File: config.mk
export PLATFORM = sky130hd
export DESIGN_NAME = rlic_top
export DESIGN_NICKNAME = d
export VERILOG_FILES = /design/src/rtl/rlic_pkg.sv /design/src/rtl/rlic_src_cell.sv /design/src/rtl/rlic_regfile.sv /design/src/rtl/rlic_fanout.sv /design/src/rtl/rlic_top.sv
export SDC_FILE = /design/constraint.sdc
export NUM_CORES = 1
export LEC_CHECK = 0
export BUFFER_PORTS_ARGS = -buffer_cell sky130_fd_sc_hd__clkbuf_2
export CAP_MARGIN = 20
export CORE_AREA = 10 10 202 252
export DETAILED_ROUTE_END_ITERATION = 12
export DIE_AREA = 0 0 212 262
export PLACE_DENSITY = 0.72
export SLEW_MARGIN = 20
export SYNTH_ARGS = -nofsm -noshare
export SYNTH_HDL_FRONTEND = slang
export SYNTH_HIERARCHICAL = 1
export SYNTH_SLANG_ARGS = --single-unit
export TNS_END_PERCENT = 1
File: constraint.sdc
create_clock -name clk -period 4.5 [get_ports clk]
set_input_delay 1.35 -clock clk [delete_from_list [all_inputs] [get_ports clk]]
set_output_delay 1.35 -clock clk [all_outputs]
set_load 0.05 [all_outputs]
File: src/rtl/rlic_pkg.sv
// Package: shared constants, the routing byte type and address decode helpers
// for the routed local interrupt controller. Assumes an 8-bit byte address and
// a 32-bit data word; word offsets below are byte offsets divided by four.
package rlic_pkg;

    localparam int NUM_SRC     = 32;
    localparam int NUM_CORE    = 4;
    localparam int NUM_PAR     = 4;
    localparam int DATA_W      = 32;
    localparam int ADDR_W      = 8;
    localparam int WORD_AW     = ADDR_W - 2;
    localparam int LANES       = DATA_W / 8;
    localparam int ROUTE_WORDS = NUM_SRC / LANES;
    localparam int PAR_SHIFT   = 4;

    // Word offsets of the control registers
    localparam int W_ENABLE    = 9;   // 0x24 enable readback
    localparam int W_SET       = 10;  // 0x28 enable set
    localparam int W_CLR       = 11;  // 0x2C enable clear
    localparam int W_POL       = 12;  // 0x30 polarity bitmap
    localparam int W_EDGE      = 13;  // 0x34 edge bitmap
    localparam int W_STAT0     = 16;  // 0x40 first core status word
    localparam int STAT_STEP   = 2;   // 8-byte spacing between status words

    // Routing byte: low nibble selects cores, high nibble selects parent lines
    typedef logic [7:0] route_t;

    // Return the core index addressed by a word offset, or -1
    function automatic int stat_core(input logic [WORD_AW-1:0] w);
        int r;
        r = -1;
        for (int c = 0; c < NUM_CORE; c++) begin
            if (int'(w) == W_STAT0 + STAT_STEP * c) r = c;
        end
        return r;
    endfunction

    // True when a byte address reads a defined register
    function automatic logic rd_mapped(input logic [ADDR_W-1:0] a);
        logic [WORD_AW-1:0] w;
        w = a[ADDR_W-1:2];
        if (a[1:0] != 2'b00) return 1'b0;
        return (int'(w) < ROUTE_WORDS) || (int'(w) == W_ENABLE) ||
               (int'(w) == W_POL) || (int'(w) == W_EDGE) ||
               (stat_core(w) >= 0);
    endfunction

endpackage

File: src/rtl/rlic_src_cell.sv
// Module: per-source capture cell. Synchronises one asynchronous interrupt
// input through two flops, then produces a pending flag: in level mode the
// polarity-adjusted synchronised value, in edge mode a latch set on the
// selected edge. Assumes clr_i is a one-cycle pulse from the clear register
// and that the input is held for at least one clock to be seen.
module rlic_src_cell (
    input  logic clk,
    input  logic rst_n,
    input  logic raw_i,
    input  logic pol_i,
    input  logic edge_mode_i,
    input  logic clr_i,
    output logic pend_o,
    output logic lat_o
);

    logic sync1_q, sync2_q, prev_q;
    logic lat_q;
    logic rise, fall, hit;

    // Two-flop synchroniser plus one history flop for edge detection
    always_ff @(posedge clk) begin
        if (!rst_n) begin
            sync1_q <= 1'b0;
            sync2_q <= 1'b0;
            prev_q  <= 1'b0;
        end else begin
            sync1_q <= raw_i;
            sync2_q <= sync1_q;
            prev_q  <= sync2_q;
        end
    end

    // Edge selection on the raw synchronised level so polarity changes alone never fire
    always_comb begin
        rise = sync2_q & ~prev_q;
        fall = ~sync2_q & prev_q;
        hit  = pol_i ? fall : rise;
    end

    // Edge latch: cleared by disable write or level mode, set by the selected edge
    always_ff @(posedge clk) begin
        if (!rst_n) begin
            lat_q <= 1'b0;
        end else if (clr_i || !edge_mode_i) begin
            lat_q <= 1'b0;
        end else if (hit) begin
            lat_q <= 1'b1;
        end
    end

    // Pending selection between the two trigger modes
    always_comb begin
        pend_o = edge_mode_i ? lat_q : (sync2_q ^ pol_i);
        lat_o  = lat_q;
    end

endmodule

File: src/rtl/rlic_regfile.sv
// Module: register block. Holds routing bytes, the enable word, and the
// polarity and edge bitmaps; decodes single-cycle writes with byte enables
// and returns combinational read data. Assumes core status words are computed
// outside and passed in. Misaligned accesses are treated as unmapped.
module rlic_regfile
    import rlic_pkg::*;
(
    input  logic                clk,
    input  logic                rst_n,
    input  logic                reg_wr,
    input  logic [ADDR_W-1:0]   reg_addr,
    input  logic [LANES-1:0]    reg_be,
    input  logic [DATA_W-1:0]   reg_wdata,
    input  logic [NUM_SRC-1:0]  core_stat [NUM_CORE],
    output logic [DATA_W-1:0]   reg_rdata,
    output route_t              route_o   [NUM_SRC],
    output logic [NUM_SRC-1:0]  en_o,
    output logic [NUM_SRC-1:0]  pol_o,
    output logic [NUM_SRC-1:0]  edge_o,
    output logic [NUM_SRC-1:0]  clr_pulse_o
);

    logic [WORD_AW-1:0] word;
    logic               aligned;
    logic               wr_ok;
    logic [DATA_W-1:0]  lane_mask;
    logic [DATA_W-1:0]  wmask_data;
    logic [NUM_SRC-1:0] en_q, pol_q, edge_q;
    route_t             route_q [NUM_SRC];

    // Address split and byte-enable expansion
    always_comb begin
        word    = reg_addr[ADDR_W-1:2];
        aligned = (reg_addr[1:0] == 2'b00);
        wr_ok   = reg_wr && aligned;
        for (int b = 0; b < LANES; b++) begin
            lane_mask[8*b +: 8] = {8{reg_be[b]}};
        end
        wmask_data = reg_wdata & lane_mask;
    end

    // Routing byte storage: one register per source, written through its lane
    for (genvar rw = 0; rw < ROUTE_WORDS; rw++) begin : g_rword
        for (genvar b = 0; b < LANES; b++) begin : g_lane
            localparam int IDX = rw * LANES + b;
            // Byte write of one routing register
            always_ff @(posedge clk) begin
                if (!rst_n) begin
                    route_q[IDX] <= '0;
                end else if (wr_ok && int'(word) == rw && reg_be[b]) begin
                    route_q[IDX] <= reg_wdata[8*b +: 8];
                end
            end
            assign route_o[IDX] = route_q[IDX];
        end
    end

    // Enable word updated by the set and clear registers
    always_ff @(posedge clk) begin
        if (!rst_n) begin
            en_q <= '0;
        end else if (wr_ok && int'(word) == W_SET) begin
            en_q <= en_q | wmask_data;
        end else if (wr_ok && int'(word) == W_CLR) begin
            en_q <= en_q & ~wmask_data;
        end
    end

    // Polarity bitmap with byte-lane merge
    always_ff @(posedge clk) begin
        if (!rst_n) begin
            pol_q <= '0;
        end else if (wr_ok && int'(word) == W_POL) begin
            pol_q <= (pol_q & ~lane_mask) | wmask_data;
        end
    end

    // Edge bitmap with byte-lane merge
    always_ff @(posedge clk) begin
        if (!rst_n) begin
            edge_q <= '0;
        end else if (wr_ok && int'(word) == W_EDGE) begin
            edge_q <= (edge_q & ~lane_mask) | wmask_data;
        end
    end

    // Clear pulse toward the edge latches, same cycle as the enable clear
    always_comb begin
        clr_pulse_o = (wr_ok && int'(word) == W_CLR) ? wmask_data : '0;
    end

    // Combinational read multiplexer; unmapped words read zero
    always_comb begin
        reg_rdata = '0;
        if (aligned) begin
            for (int rw = 0; rw < ROUTE_WORDS; rw++) begin
                if (int'(word) == rw) begin
                    for (int b = 0; b < LANES; b++) begin
                        reg_rdata[8*b +: 8] = route_q[rw * LANES + b];
                    end
                end
            end
            if (int'(word) == W_ENABLE) reg_rdata = en_q;
            if (int'(word) == W_POL)    reg_rdata = pol_q;
            if (int'(word) == W_EDGE)   reg_rdata = edge_q;
            for (int c = 0; c < NUM_CORE; c++) begin
                if (int'(word) == W_STAT0 + STAT_STEP * c) reg_rdata = core_stat[c];
            end
        end
    end

    // Register outputs toward the datapath
    always_comb begin
        en_o   = en_q;
        pol_o  = pol_q;
        edge_o = edge_q;
    end

endmodule

File: src/rtl/rlic_fanout.sv
// Module: routing fan-out. Masks pending sources with their enables, then
// builds one status word per core from the low routing nibble and one parent
// line per output from the high nibble. Purely combinational.
module rlic_fanout
    import rlic_pkg::*;
(
    input  logic [NUM_SRC-1:0] pend_i,
    input  logic [NUM_SRC-1:0] en_i,
    input  route_t             route_i [NUM_SRC],
    output logic [NUM_SRC-1:0] active_o,
    output logic [NUM_SRC-1:0] core_stat_o [NUM_CORE],
    output logic [NUM_PAR-1:0] par_o
);

    // Enabled and pending sources
    assign active_o = pend_i & en_i;

    // One status word per core
    for (genvar c = 0; c < NUM_CORE; c++) begin : g_core
        // Gather the sources that select core c
        always_comb begin
            for (int i = 0; i < NUM_SRC; i++) begin
                core_stat_o[c][i] = active_o[i] & route_i[i][c];
            end
        end
    end

    // One OR-reduced parent line per output
    for (genvar k = 0; k < NUM_PAR; k++) begin : g_par
        logic [NUM_SRC-1:0] col;
        // Collect the sources that select parent line k, then reduce
        always_comb begin
            for (int i = 0; i < NUM_SRC; i++) begin
                col[i] = route_i[i][PAR_SHIFT + k];
            end
            par_o[k] = |(active_o & col);
        end
    end

endmodule

File: src/rtl/rlic_top.sv
// Module: top of the routed local interrupt controller. Instantiates one
// capture cell per source, the register block and the routing fan-out.
// Assumes a single clock domain for the register port; the source inputs
// may be asynchronous.
module rlic_top
    import rlic_pkg::*;
(
    input  logic                clk,
    input  logic                rst_n,
    input  logic [NUM_SRC-1:0]  irq_src,
    input  logic                reg_wr,
    input  logic [ADDR_W-1:0]   reg_addr,
    input  logic [LANES-1:0]    reg_be,
    input  logic [DATA_W-1:0]   reg_wdata,
    output logic [DATA_W-1:0]   reg_rdata,
    output logic [NUM_PAR-1:0]  par_irq
);

    route_t             route [NUM_SRC];
    logic [NUM_SRC-1:0] en, pol, edge_mode, clr_pulse;
    logic [NUM_SRC-1:0] pend, edge_lat, active;
    logic [NUM_SRC-1:0] core_stat [NUM_CORE];

    // Per-source synchronisation and trigger capture
    for (genvar i = 0; i < NUM_SRC; i++) begin : g_src
        rlic_src_cell u_cell (
            .clk         (clk),
            .rst_n       (rst_n),
            .raw_i       (irq_src[i]),
            .pol_i       (pol[i]),
            .edge_mode_i (edge_mode[i]),
            .clr_i       (clr_pulse[i]),
            .pend_o      (pend[i]),
            .lat_o       (edge_lat[i])
        );
    end

    rlic_regfile u_regs (
        .clk         (clk),
        .rst_n       (rst_n),
        .reg_wr      (reg_wr),
        .reg_addr    (reg_addr),
        .reg_be      (reg_be),
        .reg_wdata   (reg_wdata),
        .core_stat   (core_stat),
        .reg_rdata   (reg_rdata),
        .route_o     (route),
        .en_o        (en),
        .pol_o       (pol),
        .edge_o      (edge_mode),
        .clr_pulse_o (clr_pulse)
    );

    rlic_fanout u_fan (
        .pend_i      (pend),
        .en_i        (en),
        .route_i     (route),
        .active_o    (active),
        .core_stat_o (core_stat),
        .par_o       (par_irq)
    );

endmodule

* After elaboration in Yosys (flattened, before gate mapping) *
Memory sizes are Yosys's and may differ from the RTL's.
Cells that the tools add are included.
W data, S select, Z words.

storage, ports and cells
  register bits after elaboration = 224
  bits in writable memories = 256
  input port bits = 79
  output and inout bits = 36
  word-level logic and storage cells = 843
  memories = 1

memories
  name            depth  bits a word  rd ports  clocked after Yosys merged registers in  write ports  line                text
  u_regs.route_q  32     8            32        0                                        32           rlic_regfile.sv:29  route_t route_q [NUM_SRC];

cells by class
  equality and inequality tests = 16
  multiplexer cells = 212
  bitwise logic cells = 335
  reductions and logical operators = 148

operator list
  kind                  number
  $mux W32              19
  $and A32 B32 Y32      9
  $mux W8               32
  $and A1 B1 Y1         192
  $mux W1               161
  $reduce_or A32 Y1     4
  $or A32 B32 Y32       3
  $not A1 Y1            65
  $not A32 Y32          2
  $reduce_or A2 Y1      32
  $logic_and A1 B1 Y1   45
  $logic_not A1 Y1      32
  $logic_or A1 B1 Y1    32
  $or A1 B1 Y1          32
  $xor A1 B1 Y1         32
  $eq A6 B5 Y1 const B  5
  $eq A6 B4 Y1 const B  4
  $eq A6 B6 Y1 const B  4
  $eq A6 B3 Y1 const B  2
  $eq A6 B2 Y1 const B  1
  $logic_not A6 Y1      1
  $logic_not A2 Y1      1
  $reduce_bool A2 Y1    1

* Depth between registers and ports, before layout *
Gate-level depths: netlist of the first run.

  word-level depth = 17
  gate-level depth with buffers = 8

* Hierarchy *
Netlist of the first run, hierarchy kept.

modules (own cells, without submodules)
  module         times used  cells an instance  area each (um2)  seq. area each (um2)
  rlic_regfile   1           1,764              18,337.6         9,609.2
  rlic_src_cell  32          15                 151.4            80.1
  rlic_fanout    1           276                1,800.5          0.0

* Worst setup path after synthesis of the first run *
No wires, ideal clock.

  path kind = in2out
  start = input reg_addr[3]
  end = output reg_rdata[16]
  data arrival time = 3.688 ns
  data required time = 3.150 ns
  slack = -0.538 ns
  stages on the path = 8
  path buffers = 4
  cells stage by stage = buf_2 buf_2 buf_2 buf_1 o21ai_0 nand2_1 o221ai_1 o31ai_1

on the way
  longest elaborated chain between the ends = 17

ends and longest elaborated chain
  item                   line                 text
  from (decl)            rlic_top.sv:12       input logic [ADDR_W-1:0] reg_addr,
  $logic_not A6 Y1       rlic_regfile.sv:97   if (int'(word) == rw) begin
  $mux W32 (8 in a row)  rlic_regfile.sv:97
  $mux W32               rlic_regfile.sv:103  if (int'(word) == W_ENABLE) reg_rdata = en_q;
  $mux W32               rlic_regfile.sv:104  if (int'(word) == W_POL) reg_rdata = pol_q;
  $mux W32               rlic_regfile.sv:105  if (int'(word) == W_EDGE) reg_rdata = edge_q;
  $mux W32 (3 in a row)  rlic_regfile.sv:107  if (int'(word) == W_STAT0 + STAT_STEP * c) reg_rdata = core_stat[c];
  $mux W32 *             rlic_regfile.sv:107
  $mux W32 *             rlic_regfile.sv:95   if (aligned) begin
  to (decl)              rlic_top.sv:15       output logic [DATA_W-1:0] reg_rdata,

Mark *: on every way between the ends. The rest lies on a longest branch, timed or not.

* Final worst setup path of the first run *
  start = input reg_addr[4]
  end = output reg_rdata[9]

Same word-level chain as after synthesis.

==> flow_summary.json, run 1 <==
{
  "synth_edf_count": 256,
  "syn_to_final_growth_pct": 20.8,
  "cts_tree": "built",
  "finalCriticalPeriod_ns": 4.70,
  "final_common_cell": "and2_1",
  "slew-limit-headroom_pct": 40.1,
  "routed_wl_um": 102000,
  "p_leak_uw": 0.0113,
  "final_net_count": 2795,
  "insertion_delay_ns": 0.61,
  "synth_cells": 2520,
  "fmax_mhz": 213,
  "swShare_pct": 25.1,
  "synth_area_mm2": 0.0250,
  "antenna_left": 0,
  "die_area_mm2": 0.0555,
  "cts-root-buf": "clkbuf_16",
  "async_flop_share_pct": 0,
  "slowest_stage": "or4b_4",
  "avgRoutedWirePerCell_um": 30.6,
  "core_region_area_mm2": 0.0459,
  "start_kind": "input port",
  "syn_area_per_cell_um2": 9.91,
  "final_cell_mix": "and2_1 (342), nand2_1 (270), edfxtp_1 (256)",
  "fillCellCount": 3748,
  "drv_slew": 0,
  "final_area_mm2": 0.0302,
  "clock_skew_ns": 0.00786,
  "start_util_pct": 54.4,
  "die_width_um": 212,
  "clock_sinks": 480,
  "yosys-top-cells-area": "edfxtp_1 (31%), dfxtp_1 (18%), and2_1 (8.5%)",
  "arrival_ns": 3.35,
  "synth_largest_area_cell": "edfxtp_1",
  "path_buf_inv": 6,
  "yosys_warnings": 6,
  "dp_cells": 3240,
  "final_cells": 3343,
  "p_int_uw": 7560,
  "post-route-period-util_pct": 105,
  "required_ns": 3.15,
  "drv_cap": 0,
  "endpoint_kind": "output pin",
  "overflow": 0,
  "ir_drop_v": 0.000388,
  "ys_types": 70,
  "syn_nets": 2599,
  "io_buffers": 114,
  "pin_count": 115,
  "hold_viol": 0,
  "rsz0062_at_grt": "true",
  "synth_ff_type": "edfxtp_1",
  "dpl_cell_area_mm2": 0.0278,
  "worst_pin_slew_ns": 0.892,
  "grt_pass1_wl_um": 145000,
  "p_seq_share_pct": 48.6,
  "path_class": "input port to output pin",
  "p_sw_uw": 2530,
  "grt_max_degree": 80,
  "outcome": "complete, but fails checks",
  "cpLargestDelayFamily": "buffers and inverters",
  "yosysTopAreaCellShare_pct": 30.8,
  "ff2ff_setup_slack_ns": 3.33,
  "drtIter0Drc": 3047,
  "path_cells": "clkbuf_2 > or4b_4 > buf_6 > buf_12 > buf_8 > o211ai_1 > a31oi_2 > o22ai_2 > buf_4 > buf_12",
  "violations": "setup timing",
  "grt_pass1_vias": 21100,
  "drc": 0,
  "num_rows": 88,
  "cpPeakStageDelay_ns": 0.49,
  "grt_use_total_pct": 36.1,
  "clockBufferDepth": 3,
  "gp_congestion": 1.06,
  "vias": 22100,
  "clockPowerShare_pct": 42.5,
  "hpwl_um": 77000,
  "dr.pass1.iters": 7,
  "power_frac_comb_pct": 8.8,
  "cts_max_level": 2,
  "ys_seq_area_share_pct": 48.7,
  "die_y_um": 262,
  "timing.final.ws_setup_ns": -0.204,
  "vias_per_cell": 6.62,
  "holdCritPathClass": "register to register",
  "finalSetupViolations": 28,
  "ys_seq_elements": 480,
  "numCtsBuffers": 49,
  "crit_top_cell": "buf_12",
  "antenna_found_initial": 2,
  "cp_max_fo": 5,
  "powerDensity_mw_per_mm2": 334,
  "clk_pin_slew_ns": 0.06,
  "drive_above_1_share_pct": 22.4,
  "holdWs_ns": 0.432
}
[final cells by class]
| class | instances | area [um2] | share of cell area, % |
|---|---|---|---|
| antenna | 2 | 5.00 | 0.0166 |
| clock buffer | 71 | 1540 | 5.10 |
| clock inverter | 20 | 171 | 0.568 |
| inverter | 34 | 128 | 0.423 |
| multi-input combinational | 1821 | 12400 | 41.0 |
| sequential | 480 | 12200 | 40.3 |
| tap | 585 | 732 | 2.43 |
| timing repair buffer | 330 | 3060 | 10.2 |
[worst paths after layout]
| kind | end | startpoint | cells past startpoint |
|---|---|---|---|
| setup / recovery | reg_rdata[9] | reg_addr[4] | 10 |
| hold / removal | g_src[29].u_cell/sync2_q | g_src[29].u_cell/sync1_q | 1 |
| setup reg to reg | g_src[6].u_cell/lat_o | g_src[6].u_cell/sync2_q | 2 |
| hold reg to reg | g_src[29].u_cell/sync2_q | g_src[29].u_cell/sync1_q | 1 |
[what timing repair did]
| item | CTS | global route |
|---|---|---|
| cloned | 1 | 0 |
| setup buffers | 5 | 5 |
| hold buffers | 0 | 0 |
| pin swaps | 12 | 22 |
| resized for setup | 76 | 84 |
| setup endpoints to repair | 36 | 36 |
[cell usage after synthesis, types with 34 or more instances]
cell and instances:
a21boi_0 76, nand2_1 271, a22oi_1 68, nand3b_1 66
nand3_1 98, o22ai_1 52, nor2_1 99, edfxtp_1 256
o2bb2ai_1 56, a31oi_1 57, and3_1 158, and2_1 340
a21oi_1 35, clkbuf_1 134, mux2i_1 36, dfxtp_1 224
o21ai_0 82, or3b_1 34
[metal layers]
layer / vias to the layer above / GRT usage (%) / wire length (um)
met4: 2 / 22.9 / 7520
met1: 10700 / 44.8 / 37300
li1: 9569 / - / -
met5: - / 0 / 18
met2: 1521 / 56.4 / 46100
met3: 362 / 7.84 / 11200
[worst register-to-register path, delay by kind of cell (launching register included)]
family             cells  cell delay, ns
DFF                    1            0.56
and+or+nand+nor        1            0.39
AOI/OAI and AO/OA      1            0.15
[stage by stage]
stage | power, uW | setup slack [ns] | TNS, ns | utilization [%]
floorplan | 5330 | -0.270 | -6.10 | -
global placement | 5800 | -0.338 | -5.58 | 60.5
detailed placement | 5810 | -0.335 | -5.57 | 60.5
CTS | 10100 | -0.205 | -2.54 | 65.0
global route | 10300 | -0.235 | -3.55 | 65.7
finish | 10100 | -0.204 | -2.64 | 65.7
[power groups by stage]
| stage | Combinational, uW | Sequential [uW] | Clock [uW] |
|---|---|---|---|
| 2_1_floorplan | 431 | 4900 | 0 |
| 4_1_cts | 847 | 4900 | 4330 |
| 3_3_place_gp | 814 | 4990 | 0 |
| 3_5_place_dp | 821 | 4990 | 0 |
| 5_1_grt | 919 | 4910 | 4490 |
| 6_report | 892 | 4910 | 4290 |
[kinds of logic after synthesis]
family | count (synthesis) | synth area share (%)
compound gates | 508 | 14.2
xor+xnor | 33 | 1.16
buf+inv | 219 | 3.69
flops | 480 | 48.7
mux | 96 | 5.50
simple gates | 1184 | 26.7
Note: power is estimated with default switching activity, not from simulation.
==> run 2: changes to the inputs <==
==> constraint.sdc (replaced) <==
create_clock -name clk -period 4.5 [get_ports clk]
set_input_delay 0.45 -clock clk [delete_from_list [all_inputs] [get_ports clk]]
set_output_delay 0.45 -clock clk [all_outputs]
set_load 0.05 [all_outputs]
==> run 2 against run 1 <==
Effect of this change: the run now ends clean; combinational power decreased by 18%; setup slack improved by 0.60 ns; clock skew increased by 0.013 ns; worst hold slack got worse by 0.38 ns.
==> flow_summary.json, run 2 (synthesis gave the netlist of run 1 again) <==
{
  "grt_pass1_vias": 20200,
  "clock_skew_ns": 0.0209,
  "path_class": "register to output pin",
  "vias_per_cell": 6.80,
  "drv_cap": 0,
  "finalSetupViolations": 0,
  "antenna_left": 0,
  "outcome": "completed",
  "cts-root-buf": "clkbuf_16",
  "grt_max_degree": 93,
  "overflow": 0,
  "r2r-end": "g_src[10].u_cell/lat_o",
  "dr.pass1.iters": 6,
  "hold_viol": 0,
  "clockBufferDepth": 3,
  "arrival_ns": 3.66,
  "slew-limit-headroom_pct": 19.1,
  "setup_tns_ns": 0,
  "routed_wl_um": 103000,
  "die_area_mm2": 0.0555,
  "timing.final.ws_setup_ns": 0.393,
  "numCtsBuffers": 49,
  "pre_cts_ws_ns": 0.839,
  "finalCriticalPeriod_ns": 4.11,
  "clock_sinks": 480,
  "required_ns": 4.05,
  "hpwl_um": 75200,
  "cpPeakStageDelay_ns": 0.61,
  "final_cell_mix": "and2_1 (340), nand2_1 (271), edfxtp_1 (256)",
  "min_path_cells": 2,
  "gp_congestion": 1.10,
  "ff2ff_setup_slack_ns": 3.41,
  "start_kind": "register",
  "vias": 21600,
  "final_util_pct": 60.1,
  "grt_use_total_pct": 36.3,
  "die_y_um": 262,
  "p_leak_uw": 0.0101,
  "powerDensity_mw_per_mm2": 354,
  "drtIter0Drc": 3072,
  "reg2regPathDepth": 2,
  "final_common_cell": "and2_1",
  "avgRoutedWirePerCell_um": 32.4,
  "worst_pin_slew_ns": 1.21,
  "syn_to_final_growth_pct": 10.5,
  "post-route-period-util_pct": 91.3,
  "path_cells": "xnor2_1 > o21ai_0 > and2_1 > a22oi_1 > nand4_1 > or4_1 > clkbuf_2",
  "holdCritPathClass": "input port to register",
  "drc": 0,
  "io_buffers": 114,
  "holdWs_ns": 0.0478,
  "final_net_count": 2632,
  "rsz0062_at_grt": "false",
  "drv_slew": 0,
  "drive_above_1_share_pct": 14.5,
  "post_cts_buffers": 0,
  "num_rows": 88,
  "cts_tree": "built",
  "grt_pass1_wl_um": 145000,
  "antenna_found_initial": 4,
  "post_cts_resize_count": 0,
  "slowest_stage": "or4_1",
  "ir_drop_v": 0.000301,
  "die_width_um": 212,
  "start_util_pct": 54.4,
  "insertion_delay_ns": 0.60,
  "cp_max_fo": 6,
  "core_region_area_mm2": 0.0459,
  "endpoint_kind": "output pin",
  "cts_max_level": 2,
  "crit_end": "par_irq[0]",
  "fmax_mhz": 243,
  "pin_count": 115,
  "hold_buffers": 0,
  "clk_pin_slew_ns": 0.06
}
-- run 2: changes by cell type in the layout (fill, tap and decap cells not counted), moves of 13 or more --
cell,change
o21ai_0,+13
clkbuf_2,+39
buf_6,-16
buf_12,-44
buf_4,-123
o22ai_1,+15
o22ai_2,-15
-- run 2: final cells by class --
| class | instances | area [um2] |
|---|---|---|
| Clock inverter | 18 | 128 |
| Inverter | 34 | 128 |
| Sequential cell | 480 | 12200 |
| Tap cell | 585 | 732 |
| Fill cell | 3948 | 18300 |
| Clock buffer | 71 | 1480 |
| Antenna cell | 3 | 7.51 |
| Timing Repair Buffer | 167 | 1030 |
| Multi-Input combinational cell | 1821 | 11900 |
-- run 2: how the worst min path moves through the flow --
stage	from	endpoint
final	irq_src[23]	g_src[23].u_cell/sync1_q
after detailed placement	g_src[18].u_cell/sync1_q	g_src[18].u_cell/sync2_q
after global routing	irq_src[23]	g_src[23].u_cell/sync1_q
after global placement	g_src[30].u_cell/sync1_q	g_src[30].u_cell/sync2_q
after CTS	irq_src[23]	g_src[23].u_cell/sync1_q
after floorplan	g_src[0].u_cell/sync1_q	g_src[0].u_cell/sync2_q
-- run 2: per-layer routing --
metal | wire length (um) | part of all wire, % | vias up | track usage, %
met1 | 37600 | 36 | 10600 | 45.1
met3 | 11600 | 11 | 329 | 8.55
met5 | 31 | 0.030 | - | 0
met4 | 6870 | 6.7 | 4 | 21.1
met2 | 47000 | 46 | 1452 | 56.9
li1 | - | - | 9237 | -
-- run 2: power by group --
part | internal, uW | switching, uW
sequential | 4760 | 156
clock | 2340 | 1770
combinational | 230 | 500
total | 7330 | 2430
-- run 2: metrics by stage --
step / total power (uW) / std cells / cell area [um2]
finish: 9760 / 3179 / 27600
detailed placement: 5710 / 3087 / 26000
global route: 9980 / 3176 / 27600
global placement: 5700 / 3087 / 26000
CTS: 9760 / 3176 / 27600
floorplan: 5330 / 2520 / 25000
-- run 2: critical path: cells and delay by family (launching register included) --
| kind | cells | cell delay (ns) |
|---|---|---|
| and+or+nand+nor | 3 | 1.20 |
| AOI/OAI and AO/OA | 2 | 0.78 |
| DFF | 1 | 0.59 |
| buffers and inverters | 1 | 0.30 |
| xor gates and xnor gates | 1 | 0.16 |
